--- src/rtl/bseq_pkg.sv ---
package bseq_pkg;

    typedef enum logic [1:0] {
        BM_CONT   = 2'b00,
        BM_WRAP8  = 2'b01,
        BM_WRAP16 = 2'b10,
        BM_WRAP32 = 2'b11
    } burst_mode_e;

    typedef enum logic [1:0] {
        ST_IDLE     = 2'b00,
        ST_RUN_LIN  = 2'b01,
        ST_RUN_WRAP = 2'b10
    } seq_state_e;

endpackage

--- src/rtl/bseq_group_mask.sv ---
module bseq_group_mask
    import bseq_pkg::*;
#(
    parameter int AW = 12
) (
    input  burst_mode_e     mode_i,
    output logic [AW-1:0]   mask_o
);
    localparam logic [AW-1:0] MASK8  = AW'(7);
    localparam logic [AW-1:0] MASK16 = AW'(15);
    localparam logic [AW-1:0] MASK32 = AW'(31);

    always_comb begin
        unique case (mode_i)
            BM_WRAP8:  mask_o = MASK8;
            BM_WRAP16: mask_o = MASK16;
            BM_WRAP32: mask_o = MASK32;
            default:   mask_o = '0;
        endcase
    end
endmodule

--- src/rtl/bseq_step.sv ---
module bseq_step #(
    parameter int DEPTH = 4096,
    parameter int AW    = 12
) (
    input  logic [AW-1:0] ptr_i,
    input  logic [AW-1:0] mask_i,
    input  logic          wrap_mode_i,
    output logic [AW-1:0] next_o,
    output logic          lowers_o
);
    localparam logic [AW-1:0] TOP_ADDR = AW'(DEPTH - 1);

    logic          at_top;
    logic [AW-1:0] inc;

    generate
        if ((1 << AW) == DEPTH) begin : g_pow2
            assign at_top = &ptr_i;
        end else begin : g_cmp
            assign at_top = (ptr_i == TOP_ADDR);
        end
    endgenerate

    always_comb begin
        inc = ptr_i + AW'(1);
        if (wrap_mode_i) begin
            next_o   = (ptr_i & ~mask_i) | (inc & mask_i);
            lowers_o = ((ptr_i & mask_i) == mask_i);
        end else begin
            next_o   = at_top ? '0 : inc;
            lowers_o = at_top;
        end
    end
endmodule

--- src/rtl/bseq_fsm.sv ---
module bseq_fsm
    import bseq_pkg::*;
(
    input  logic        clk_i,
    input  logic        rst_ni,
    input  logic        start_i,
    input  burst_mode_e mode_i,
    output burst_mode_e mode_q_o,
    output logic        running_o,
    output logic        in_wrap_o
);
    seq_state_e  state_q, state_d;
    burst_mode_e mode_q;

    always_ff @(posedge clk_i or negedge rst_ni) begin
        if (!rst_ni) begin
            state_q <= ST_IDLE;
            mode_q  <= BM_CONT;
        end else begin
            state_q <= state_d;
            if (start_i) mode_q <= mode_i;
        end
    end

    always_comb begin
        state_d = state_q;
        unique case (state_q)
            ST_IDLE, ST_RUN_LIN, ST_RUN_WRAP: begin
                if (start_i)
                    state_d = (mode_i == BM_CONT) ? ST_RUN_LIN : ST_RUN_WRAP;
            end
            default: state_d = ST_IDLE;
        endcase
    end

    always_comb begin
        mode_q_o  = mode_q;
        running_o = 1'b0;
        in_wrap_o = 1'b0;
        unique case (state_q)
            ST_RUN_LIN:  running_o = 1'b1;
            ST_RUN_WRAP: begin
                running_o = 1'b1;
                in_wrap_o = 1'b1;
            end
            default: ;
        endcase
    end
endmodule

--- src/rtl/burst_addr_seq.sv ---
module burst_addr_seq
    import bseq_pkg::*;
#(
    parameter int DEPTH = 4096,
    parameter int AW    = $clog2(DEPTH)
) (
    input  logic          clk_i,
    input  logic          rst_ni,
    input  logic          start_i,
    input  logic [1:0]    mode_i,
    input  logic [AW-1:0] addr_i,
    input  logic          adv_i,
    output logic [AW-1:0] addr_o,
    output logic          wrap_o
);
    burst_mode_e   mode_q;
    logic          running;
    logic          in_wrap;
    logic [AW-1:0] grp_mask;
    logic [AW-1:0] next_addr;
    logic          lowers;
    logic [AW-1:0] addr_q;
    logic          wrap_q;

    bseq_fsm u_fsm (
        .clk_i     (clk_i),
        .rst_ni    (rst_ni),
        .start_i   (start_i),
        .mode_i    (burst_mode_e'(mode_i)),
        .mode_q_o  (mode_q),
        .running_o (running),
        .in_wrap_o (in_wrap)
    );

    bseq_group_mask #(.AW(AW)) u_mask (
        .mode_i (mode_q),
        .mask_o (grp_mask)
    );

    bseq_step #(.DEPTH(DEPTH), .AW(AW)) u_step (
        .ptr_i       (addr_q),
        .mask_i      (grp_mask),
        .wrap_mode_i (in_wrap),
        .next_o      (next_addr),
        .lowers_o    (lowers)
    );

    always_ff @(posedge clk_i or negedge rst_ni) begin
        if (!rst_ni) begin
            addr_q <= '0;
            wrap_q <= 1'b0;
        end else if (start_i) begin
            addr_q <= addr_i;
            wrap_q <= 1'b0;
        end else if (adv_i && running) begin
            addr_q <= next_addr;
            wrap_q <= lowers;
        end else begin
            wrap_q <= 1'b0;
        end
    end

    assign addr_o = addr_q;
    assign wrap_o = wrap_q;
endmodule

--- config.mk ---
export PLATFORM = sky130hd
export DESIGN_NAME = burst_addr_seq
export DESIGN_NICKNAME = d
export VERILOG_FILES = /design/src/rtl/bseq_pkg.sv /design/src/rtl/bseq_group_mask.sv /design/src/rtl/bseq_step.sv /design/src/rtl/bseq_fsm.sv /design/src/rtl/burst_addr_seq.sv
export SDC_FILE = /design/constraint.sdc
export NUM_CORES = 1
export LEC_CHECK = 0
export BUFFER_PORTS_ARGS = -buffer_cell sky130_fd_sc_hd__buf_2
export CELL_PAD_IN_SITES_DETAIL_PLACEMENT = 1
export CELL_PAD_IN_SITES_GLOBAL_PLACEMENT = 2
export CORE_ASPECT_RATIO = 1.2
export CORE_UTILIZATION = 35
export CTS_CLUSTER_DIAMETER = 200
export DETAILED_ROUTE_END_ITERATION = 10
export GPL_ROUTABILITY_DRIVEN = 0
export PLACE_DENSITY = 0.8
export REMOVE_ABC_BUFFERS = 1
export SLEW_MARGIN = 20
export SYNTH_ARGS = -nofsm -noshare
export SYNTH_HDL_FRONTEND = slang
export SYNTH_HIERARCHICAL = 1
export SYNTH_SLANG_ARGS = --single-unit
--- constraint.sdc ---
create_clock -name clk_i -period 2.8 [get_ports clk_i]
set_input_delay 0.14 -clock clk_i [delete_from_list [all_inputs] [get_ports clk_i]]
set_output_delay 0.14 -clock clk_i [all_outputs]
set_load 0.02 [all_outputs]
==> results of run 1 <==
metrics by stage:
| step | total power (W) | cells |
|---|---|---|
| final | 0.000854 | 244 |
| after global routing | 0.000914 | 244 |
| after floorplan | 0.000544 | 154 |
| after global placement | 0.000651 | 239 |
| after CTS | 0.000864 | 244 |
| after detailed placement | 0.000665 | 239 |
kinds of logic after synthesis:
group / synth area share, %
simple gates: 20.2
buf+inv: 16.1
compound gates: 24.5
flops: 28.7
xor+xnor: 4.72
fa+ha+maj: 3.37
mux: 2.19
other cells: 0.253
sequential cells by signal (all words and copies together), names as in the netlist:
signal / cells
addr_o: 12
u_fsm/mode_q_o: 2
u_fsm/state_q: 2
wrap_o: 1
report_power, final:
group	internal (W)	switching, W	total [W]
combinational	0.000124	0.000200	0.000324
clock	0.000101	0.0000911	0.000192
sequential	0.000279	0.0000592	0.000338
total	0.000504	0.000350	0.000854
routing by layer:
metal	part of all wire (%)	vias up	GRT usage [%]	wire length [um]
li1	-	633	-	-
met1	44	659	25.4	1760
met2	53	29	35.1	2100
met3	2.2	2	2.11	86
met4	0.30	0	3.95	12
met5	0	-	0	0
layout by cell type, fill, tap and decap left out, types with 2 or more instances in the layout:
master,n
o311ai_1,3
buf_2,30
nor2_1,7
and4_1,3
o21ai_1,3
ha_1,4
nand2_1,15
o211ai_1,2
mux2_2,2
o311ai_2,9
nand4b_1,12
clkbuf_8,3
inv_1,26
nand3_1,2
a21o_1,2
o2111ai_1,3
conb_1,7
dfrtp_1,17
o22ai_1,6
o31ai_1,2
xor2_1,4
a21oi_1,2
and3_1,2
a211oi_1,2
xnor2_1,4
cell type report:
type	instances	area (um^2)	share of cell area, %
Inverter	27	101	6.15
Timing Repair Buffer	32	168	10.2
Multi-Input combinational cell	110	842	51.1
Sequential cell	17	425	25.8
Tap cell	54	67.6	4.10
Clock buffer	4	45.0	2.73
worst min-delay path by stage:
stage | slack, ns | end | depth (start not counted) | start
global route | 0.11 | addr_o[10]$_DFFE_PN0P_ | 3 | addr_i[10]
finish | 0.11 | addr_o[10]$_DFFE_PN0P_ | 3 | addr_i[10]
global placement | 0.09 | addr_o[6]$_DFFE_PN0P_ | 1 | rst_ni
CTS | 0.11 | addr_o[6]$_DFFE_PN0P_ | 3 | addr_i[6]
detailed placement | 0.10 | addr_o[6]$_DFFE_PN0P_ | 1 | rst_ni
floorplan | -0.16 | addr_o[0]$_DFFE_PN0P_ | 0 | rst_ni
worst register-to-register path: cells and delay by family, from the launching register on:
kind / cells / cell delay, ns
flops: 1 / 0.39
compound gates: 2 / 0.46
simple gates: 2 / 0.37
fa+ha+maj: 1 / 0.30
buf+inv: 2 / 0.26
timing repair:
item | in CTS | in global routing
hold buffers | 1 | 0
setup endpoints to repair | 0 | 0
endpoints found under the hold margin | 17 | 0
==> results by group, run 1 <==
Status
  – Run status: completed

Timing
  – Max-slew violation count: 0
  – Tcrit/Tclk final: 65.9%
  – Final min period: 1.85 ns
  – Fmax: 542 MHz
  – Post-Route Skew: 0.000868 ns
  – Final Hold Violating Endpoints: 0
  – Fin worst setup slack: about 0.95 ns
  – Setup TNS Final: 0 ns
  – Setup violations, final: 0
  – Unrepaired setup endpoints after global routing: no
  – Fin Hold WS: 0.113 ns

Critical path
  – Slowest cell on crit path: dfrtp_1
  – Cell family with most CP delay: compound AO/OA/AOI/OAI gates
  – Crit path kind: register to register
  – CP startpoint kind: register
  – Worst Setup SP: u_fsm/state_q[0]$_DFFE_PN0P_
  – Crit path buffers/inverters: 2
  – Worst EP required: 2.99 ns
  – Crit path capture: wrap_o$_DFF_PN0_
  – Stages on worst setup path: 7
  – Worst R2R End: wrap_o$_DFF_PN0_
  – R2r setup slk: roughly 0.95 ns
  – CP Cell Sequence: inv_1 -> ha_1 -> inv_2 -> a211o_1 -> nor4_1 -> a21o_1 -> and3b_1
  – Critical Path AT: 2.04 ns
  – Slowest stage delay, CP: 0.39 ns
  – R2R cell count: 7
  – CP Max Fanout: 15
  – Worst R2R Start: u_fsm/state_q[0]$_DFFE_PN0P_
  – Crit end category: register

Yosys
  – Top-count cell post-synth: inv_1
  – Yosys top cell by area: dfrtp_1
  – Syn Std Cell Area: 1480 um^2
  – Yosys warns: 6
  – Post-synth ARST share: 100%
  – Number of flops mapped to enable cells by yosys: 0
  – Sequential share of the synthesized area: 28.7%
  – Distinct cells, synth: 42
  – Main synth FF type: dfrtp_1
  – Synth Register Bits: 17
  – Post-synth top cells: inv_1, dfrtp_1, nand2_1
  – Mapped Cells: around 170
  – Post-synth top area share: ~29%
  – Syn avg cell area: between 8 and 9 um^2
  – Ranking of synthesized cells by area: dfrtp_1, o311ai_2, nand4b_1

Clock network
  – Root buffer cell: clkbuf_8
  – CTS resizes: 0
  – Clk_lat worst skew: 0.25 ns
  – CTS tree: built
  – Clk buf depth: 2
  – Post-CTS Repair Setup Buffers: 0
  – CTS Sinks: 17
  – H-tree depth: 1
  – Inserted Clock Buffers: 3
  – Worst-path clk slew: 0.07 ns

Floorplanning
  – Core Rows: 25
  – Die Span Y: around 73 um
  – Ports: 31
  – Core Region: 4000 um^2
  – DIE WIDTH: 61.4 um
  – Die Footprint: between 4000 and 5000 um^2
  – Initial Util: 37.1%

Route
  – DR vias: 1323
  – Avg Vias per Cell: 5.42
  – Antenna Nets Post-Route: 0
  – Router iterations before antenna repair: 4
  – DR WL/cell: 16.2 um
  – Total wire length: 3960 um
  – DRC: 0
  – Drt initial violations: 70

Placed design
  – Place WS: 1.01 ns
  – Post-DP HPWL: roughly 2900 um
  – DP Area: 1590 um^2
  – Number of port buffers: 30

Finish
  – Layout cell share with drive strength beyond 1: 25.8%
  – N_diodes: 0
  – Finished Cell Area: between 1500 and 2000 um^2
  – Fin nets: between 200 and 250
  – Area grow syn2layout: 11.1%
  – Filler instances: 510
  – Post-layout util: 41.2%

Global routing
  – Number of global-route vias before repair: around 1400
  – Remaining Overflow, GRT: 0
  – Largest net degree at the start of global routing: 24
  – First-pass GRT wire length: approximately 6700 um
  – All-Layer GR Usage: 19.7%
  – Initial antenna violation count: 0

Pwr
  – Peak supply drop: 0.209 mV
  – Cell Pwr Density: 518 nW/um^2
  – Pleak: 0.740 nW

Worst hold path
  – Hold Crit Class: primary input to register

Run
  – MaxCap Viol Count: 0
Power figures use the tool's default switching activity.
==> run 2, diff against run 1 <==
--- a/config.mk
+++ b/config.mk
@@ -9,11 +9,11 @@
 export CELL_PAD_IN_SITES_DETAIL_PLACEMENT = 1
 export CELL_PAD_IN_SITES_GLOBAL_PLACEMENT = 2
 export CORE_ASPECT_RATIO = 1.2
-export CORE_UTILIZATION = 35
+export CORE_UTILIZATION = 29
 export CTS_CLUSTER_DIAMETER = 200
 export DETAILED_ROUTE_END_ITERATION = 10
 export GPL_ROUTABILITY_DRIVEN = 0
-export PLACE_DENSITY = 0.8
+export PLACE_DENSITY = 0.71
 export REMOVE_ABC_BUFFERS = 1
 export SLEW_MARGIN = 20
 export SYNTH_ARGS = -nofsm -noshare
==> constraint.sdc (replaced) <==
create_clock -name clk_i -period 1.69 [get_ports clk_i]
set_input_delay 0.0845 -clock clk_i [delete_from_list [all_inputs] [get_ports clk_i]]
set_output_delay 0.0845 -clock clk_i [all_outputs]
set_load 0.02 [all_outputs]
==> run 2 against run 1 <==
Compared with the run above:
- register-to-register slack got worse by 0.86 ns
- fmax grew 16%
- hold slack worse by 0.063 ns
- sequential power is 54% higher
- clock skew rose by 0.0023 ns
- via count up 4.9%
- final cell count is 9.4% higher
- worst setup slack got worse by 0.86 ns
- clock-buffer cell count unchanged
==> results by group, run 2 (synthesized netlist as in run 1, its figures left out) <==
Route
  – DRC: 0 (unchanged)
  – DR vias: 1388 (+4.9%)
  – Total wire length: 4320 um (+9.2%)
  – Drt initial violations: 62 (-11%)
  – DR WL/cell: 16.2 um (-0.21%)
  – Avg Vias per Cell: 5.20 (-4.1%)
  – Router iterations before antenna repair: 4 (unchanged)
  – Antenna Nets Post-Route: 0 (unchanged)

Timing
  – Fmax: 628 MHz (+16%)
  – Setup TNS Final: 0 ns (unchanged)
  – Tcrit/Tclk final: 94.2% (+28 points)
  – Final Hold Violating Endpoints: 0 (unchanged)
  – Fin worst setup slack: 0.0979 ns (-0.857 ns)
  – Max-slew violation count: 0 (unchanged)
  – Post-Route Skew: 0.00314 ns (+0.00228 ns)
  – Setup violations, final: 0 (unchanged)
  – Final min period: 1.59 ns (-0.253 ns)
  – Unrepaired setup endpoints after global routing: no

Global routing
  – Largest net degree at the start of global routing: 23 (-4.2%)
  – Number of global-route vias before repair: 1441 (+2.2%)
  – First-pass GRT wire length: 7060 um (+5.4%)
  – Initial antenna violation count: 0 (unchanged)
  – All-Layer GR Usage: 17.6% (-2.2 points)
  – Remaining Overflow, GRT: 0 (unchanged)

Clock network
  – Post-CTS Repair Setup Buffers: 0 (unchanged)
  – Worst-path clk slew: 0.08 ns (about the same)
  – CTS Sinks: 17 (unchanged)
  – Clk buf depth: 2 (unchanged)
  – Clk_lat worst skew: 0.26 ns (about the same)
  – Inserted Clock Buffers: 3 (unchanged)
  – H-tree depth: 1 (unchanged)
  – CTS tree: built
  – Root buffer cell: clkbuf_8

Finish
  – Finished Cell Area: 1810 um^2 (+9.9%)
  – Leading cell type in the layout, fill and taps excluded: buf_2
  – Commonest non-fill, non-tap cells in the layout: buf_2, inv_1, buf_4
  – Layout cell share with drive strength beyond 1: 34.3% (+8.5 points)
  – N_diodes: 0 (unchanged)
  – Final Non-Filler Cells: 267 (+9.4%)
  – Fin nets: 230 (+8.0%)
  – Area grow syn2layout: 22.2%
  – Largest register FFs: 12 (unchanged)

Placed design
  – Place WS: 0.0468 ns (-0.961 ns)
  – DP Area: 1730 um^2 (+8.5%)
  – Number of port buffers: 30 (unchanged)
  – Post-DP HPWL: 3290 um (+14%)
  – Placed Cells: 262 (+9.6%)

Pwr
  – Pleak: 0.825 nW (+12%)
  – Cell Pwr Density: 853 nW/um^2 (+65%)
  – Peak supply drop: 0.356 mV (+71%)
  – Total power: 0.00155 W (+81%)

Critical path
  – Crit end category: register
  – CP Max Fanout: 4 (-11)
  – R2R cell count: 7 (unchanged)
  – CP startpoint kind: register
  – Worst EP required: 1.83 ns (-1.16 ns)
  – Crit path kind: register to register
  – Critical Path AT: 1.73 ns (-0.31 ns)

Worst hold path
  – Hold Crit Class: primary input to register
  – Hold path depth: 3 (unchanged)

Floorplanning
  – Core Region: 4940 um^2 (+23%)
  – DIE WIDTH: 67.3 um (+9.5%)
  – Core Rows: 28 (+12%)
  – Die Footprint: 5410 um^2 (+20%)
  – Ports: 31 (unchanged)
  – Die Span Y: 80.4 um (+9.6%)
  – Initial Util: 30.0% (-7.0 points)

Status
  – Run status: completed

Run
  – MaxCap Viol Count: 0 (unchanged)
==> run 2: cell count changes in the layout (fill, tap and decap cells not counted), sizes merged <==
cell and delta:
buf +17
==> run 2: cell type report <==
cell class	count	area, um^2
timing repair buffer	49	295
inverter	27	104
clock buffer	4	45.0
multi-input combinational	110	868
fill	611	3130
sequential	17	425
tap	60	75.1
==> run 2: repair_timing <==
item                                    in CTS  in global routing
endpoints found under the setup margin       1                  8
hold buffers                                 1                  0
resized for setup                            1                  6
pin swaps                                    0                  1
endpoints found under the hold margin       17                  0
==> run 2: per-stage QoR <==
stage	util [%]	hold WS (ns)
after floorplan	-	-0.211
after global placement	35.0	0.0422
after detailed placement	35.0	0.0532
after CTS	36.2	0.0451
after global routing	36.7	0.0547
final	36.7	0.0498
==> run 2: worst paths after layout <==
check | startpoint | end | slack (ns)
worst min register to register | u_fsm/mode_q_o[0]$_DFFE_PN0P_ | u_fsm/mode_q_o[0]$_DFFE_PN0P_ | 0.53
min in group asynchronous | rst_ni | wrap_o$_DFF_PN0_ | 0.29
worst max register to register | addr_o[0]$_DFFE_PN0P_ | addr_o[3]$_DFFE_PN0P_ | 0.1
max in group asynchronous | rst_ni | u_fsm/mode_q_o[1]$_DFFE_PN0P_ | 1.11
worst min-delay path | addr_i[9] | addr_o[9]$_DFFE_PN0P_ | 0.05
worst max-delay path | addr_o[0]$_DFFE_PN0P_ | addr_o[3]$_DFFE_PN0P_ | 0.1
==> run 2: metal layers <==
metal	track usage, %	wire (um)	up-vias
met1	21.1	1820	701
met3	2.56	95	4
li1	-	-	665
met5	0	0	-
met4	5.11	44	0
met2	31.4	2360	18
==> run 2: worst max-delay path, cell delays in order, from the launching register on <==
cell and delay [ns]:
dfrtp_1 0.39, ha_1 0.19, and3_1 0.17, nand2_1 0.12, nor3_2 0.29, nor2_1 0.09
nand4b_1 0.11, o311ai_2 0.10
==> run 2: power breakdown <==
group	leakage, nW	internal, W	switching [W]
combinational	0.595	0.000290	0.000401
sequential	0.208	0.000462	0.0000601
clock	0.0228	0.000168	0.000165
==> run 3, diff against run 2 <==
==> constraint.sdc (replaced) <==
create_clock -name clk_i -period 1.69 [get_ports clk_i]
set_input_delay 0.338 -clock clk_i [delete_from_list [all_inputs] [get_ports clk_i]]
set_output_delay 0.338 -clock clk_i [all_outputs]
set_load 0.02 [all_outputs]
==> run 3 against run 2 <==
Compared with the run above:
- sequential share of layout area is 0.076 points lower
- via count is 0.58% lower
- total power is 1.3% higher
- flip-flop and latch count stayed put
- final cell count stayed put
- critical path depth stayed put
- sequential power is 1% higher
- utilization is 0.23 points higher
- largest power group unchanged
==> results by group, run 3 (synthesized netlist as in run 1, its figures left out) <==
Clock network
  – Root buffer cell: clkbuf_8
  – Clk buf depth: 2 (unchanged)
  – Worst-path clk slew: 0.08 ns (about the same)
  – CTS Sinks: 17 (unchanged)
  – H-tree depth: 1 (unchanged)
  – Clk_lat worst skew: 0.26 ns (about the same)
  – Post-CTS Repair Setup Buffers: 0 (unchanged)
  – Inserted Clock Buffers: 3 (unchanged)
  – CTS tree: built
  – Hold_buf cts: 0 (-1)

Route
  – Total wire length: 4510 um (+4.4%)
  – Drt initial violations: 53 (-15%)
  – Router iterations before antenna repair: 4 (unchanged)
  – DRC: 0 (unchanged)
  – Antenna Nets Post-Route: 0 (unchanged)
  – Avg Vias per Cell: 5.17 (-0.58%)
  – DR vias: 1380 (-0.58%)
  – DR WL/cell: 16.9 um (+4.4%)

Pwr
  – Pleak: 0.826 nW (+0.11%)
  – Peak supply drop: 0.247 mV (-31%)
  – Cell Pwr Density: 859 nW/um^2 (+0.67%)

Timing
  – Setup violations, final: 0 (unchanged)
  – Post-Route Skew: 0.00341 ns (+0.000271 ns)
  – Final Hold Violating Endpoints: 0 (unchanged)
  – Max-slew violation count: 0 (unchanged)
  – Fin Hold WS: 0.0127 ns (-0.0371 ns)
  – Tcrit/Tclk final: 94.3% (about the same)
  – Final min period: 1.59 ns (+0.000716 ns)
  – Fmax: 628 MHz (about the same)

Finish
  – Leading cell type in the layout, fill and taps excluded: buf_2
  – Commonest non-fill, non-tap cells in the layout: buf_2, inv_1, buf_4
  – Filler instances: 611 (unchanged)
  – Area grow syn2layout: 22.9%
  – Layout cell share with drive strength beyond 1: 36.2% (+1.9 points)
  – Fin nets: 230 (unchanged)
  – Largest register FFs: 12 (unchanged)
  – Post-layout util: 36.9% (+0.23 points)
  – N_diodes: 0 (unchanged)

Floorplanning
  – Core Rows: 28 (unchanged)
  – DIE WIDTH: 67.3 um (unchanged)
  – Core Region: 4940 um^2 (unchanged)
  – Initial Util: 30.0% (unchanged)
  – Ports: 31 (unchanged)
  – Die Footprint: 5410 um^2 (unchanged)
  – Die Span Y: 80.4 um (unchanged)

Critical path
  – Slowest stage delay, CP: 0.37 ns (-0.02 ns)
  – Crit path kind: register to register
  – Critical Path AT: 1.73 ns (about the same)
  – Worst EP required: 1.82 ns (about the same)
  – R2r setup slk: 0.1 ns (about the same)
  – Slowest cell on crit path: dfrtp_1
  – CP startpoint kind: register
  – CP Cell Sequence: ha_1 -> and3_1 -> nand2_1 -> nor3_2 -> nor2_1 -> nand4b_1 -> o311ai_2
  – CP Max Fanout: 4 (unchanged)
  – Crit end category: register

Global routing
  – Remaining Overflow, GRT: 0 (unchanged)
  – Number of global-route vias before repair: 1502 (+4.2%)
  – All-Layer GR Usage: 18.5% (+0.95 points)
  – Initial antenna violation count: 0 (unchanged)
  – First-pass GRT wire length: 7430 um (+5.3%)
  – Largest net degree at the start of global routing: 20 (-13%)

Status
  – Run status: completed

Placed design
  – Post-DP HPWL: 3340 um (+1.5%)
  – Number of port buffers: 30 (unchanged)

Worst hold path
  – Hold Crit Class: primary input to async pin

Run
  – MaxCap Viol Count: 0 (unchanged)
run 3: repair_timing:
action | 4_1_cts | 5_1_grt
gates resized for setup | 1 | 10
setup endpoints to repair | 1 | 10
gates cloned | 0 | 0
run 3: per-layer routing:
metal | part of all wire (%) | track usage (%)
met4 | 1.1 | 6.17
met3 | 1.9 | 1.99
met1 | 43 | 21.0
met5 | 0 | 0
met2 | 54 | 34.7
run 3: final cells by class:
type	instances	area (um^2)	area share, %
inverters	27	104	5.69
well taps	60	75.1	4.12
flip-flops and latches	17	427	23.4
repair buffers	49	293	16.0
multi-input cells	110	881	48.3
clock buffers	4	45.0	2.47
run 3: critical path, delay by kind of cell (launching register included):
family / cells / cell delay, ns
flip-flops: 1 / 0.37
adder cells (fa/ha/maj): 1 / 0.17
AND/OR/NAND/NOR: 5 / 0.83
AO/OA/AOI/OAI: 1 / 0.11
run 3: where the power goes:
group | total, W | internal [W] | switching, W | leakage (nW)
Clock | 0.000335 | 0.000168 | 0.000167 | 0.0228
Combinational | 0.000704 | 0.000293 | 0.000411 | 0.597
Sequential | 0.000527 | 0.000463 | 0.0000636 | 0.207
run 3: worst paths after layout:
kind                            cells after the start                     startpoint                       endpoint
worst max-delay path                                7          addr_o[0]$_DFFE_PN0P_          addr_o[3]$_DFFE_PN0P_
max in group asynchronous                           1                         rst_ni          addr_o[2]$_DFFE_PN0P_
worst max register to register                      7          addr_o[0]$_DFFE_PN0P_          addr_o[3]$_DFFE_PN0P_
min in group clk_i                                  3                      addr_i[4]          addr_o[4]$_DFFE_PN0P_
worst min register to register                      1  u_fsm/mode_q_o[0]$_DFFE_PN0P_  u_fsm/mode_q_o[0]$_DFFE_PN0P_
worst min-delay path                                1                         rst_ni          addr_o[6]$_DFFE_PN0P_
run 3: per-stage QoR:
| stage | area [um^2] | power (W) | worst slack (ns) | cells | TNS, ns |
|---|---|---|---|---|---|
| global placement | 1740 | 0.00118 | 0.0848 | 263 | 0 |
| global route | 1820 | 0.00167 | -0.0246 | 267 | -0.0332 |
| CTS | 1780 | 0.00156 | 0.00811 | 267 | 0 |
| detailed placement | 1740 | 0.00121 | 0.000614 | 263 | 0 |
| finish | 1820 | 0.00157 | 0.0972 | 267 | 0 |
| floorplan | 1370 | 0.000901 | 0.0666 | 154 | 0 |
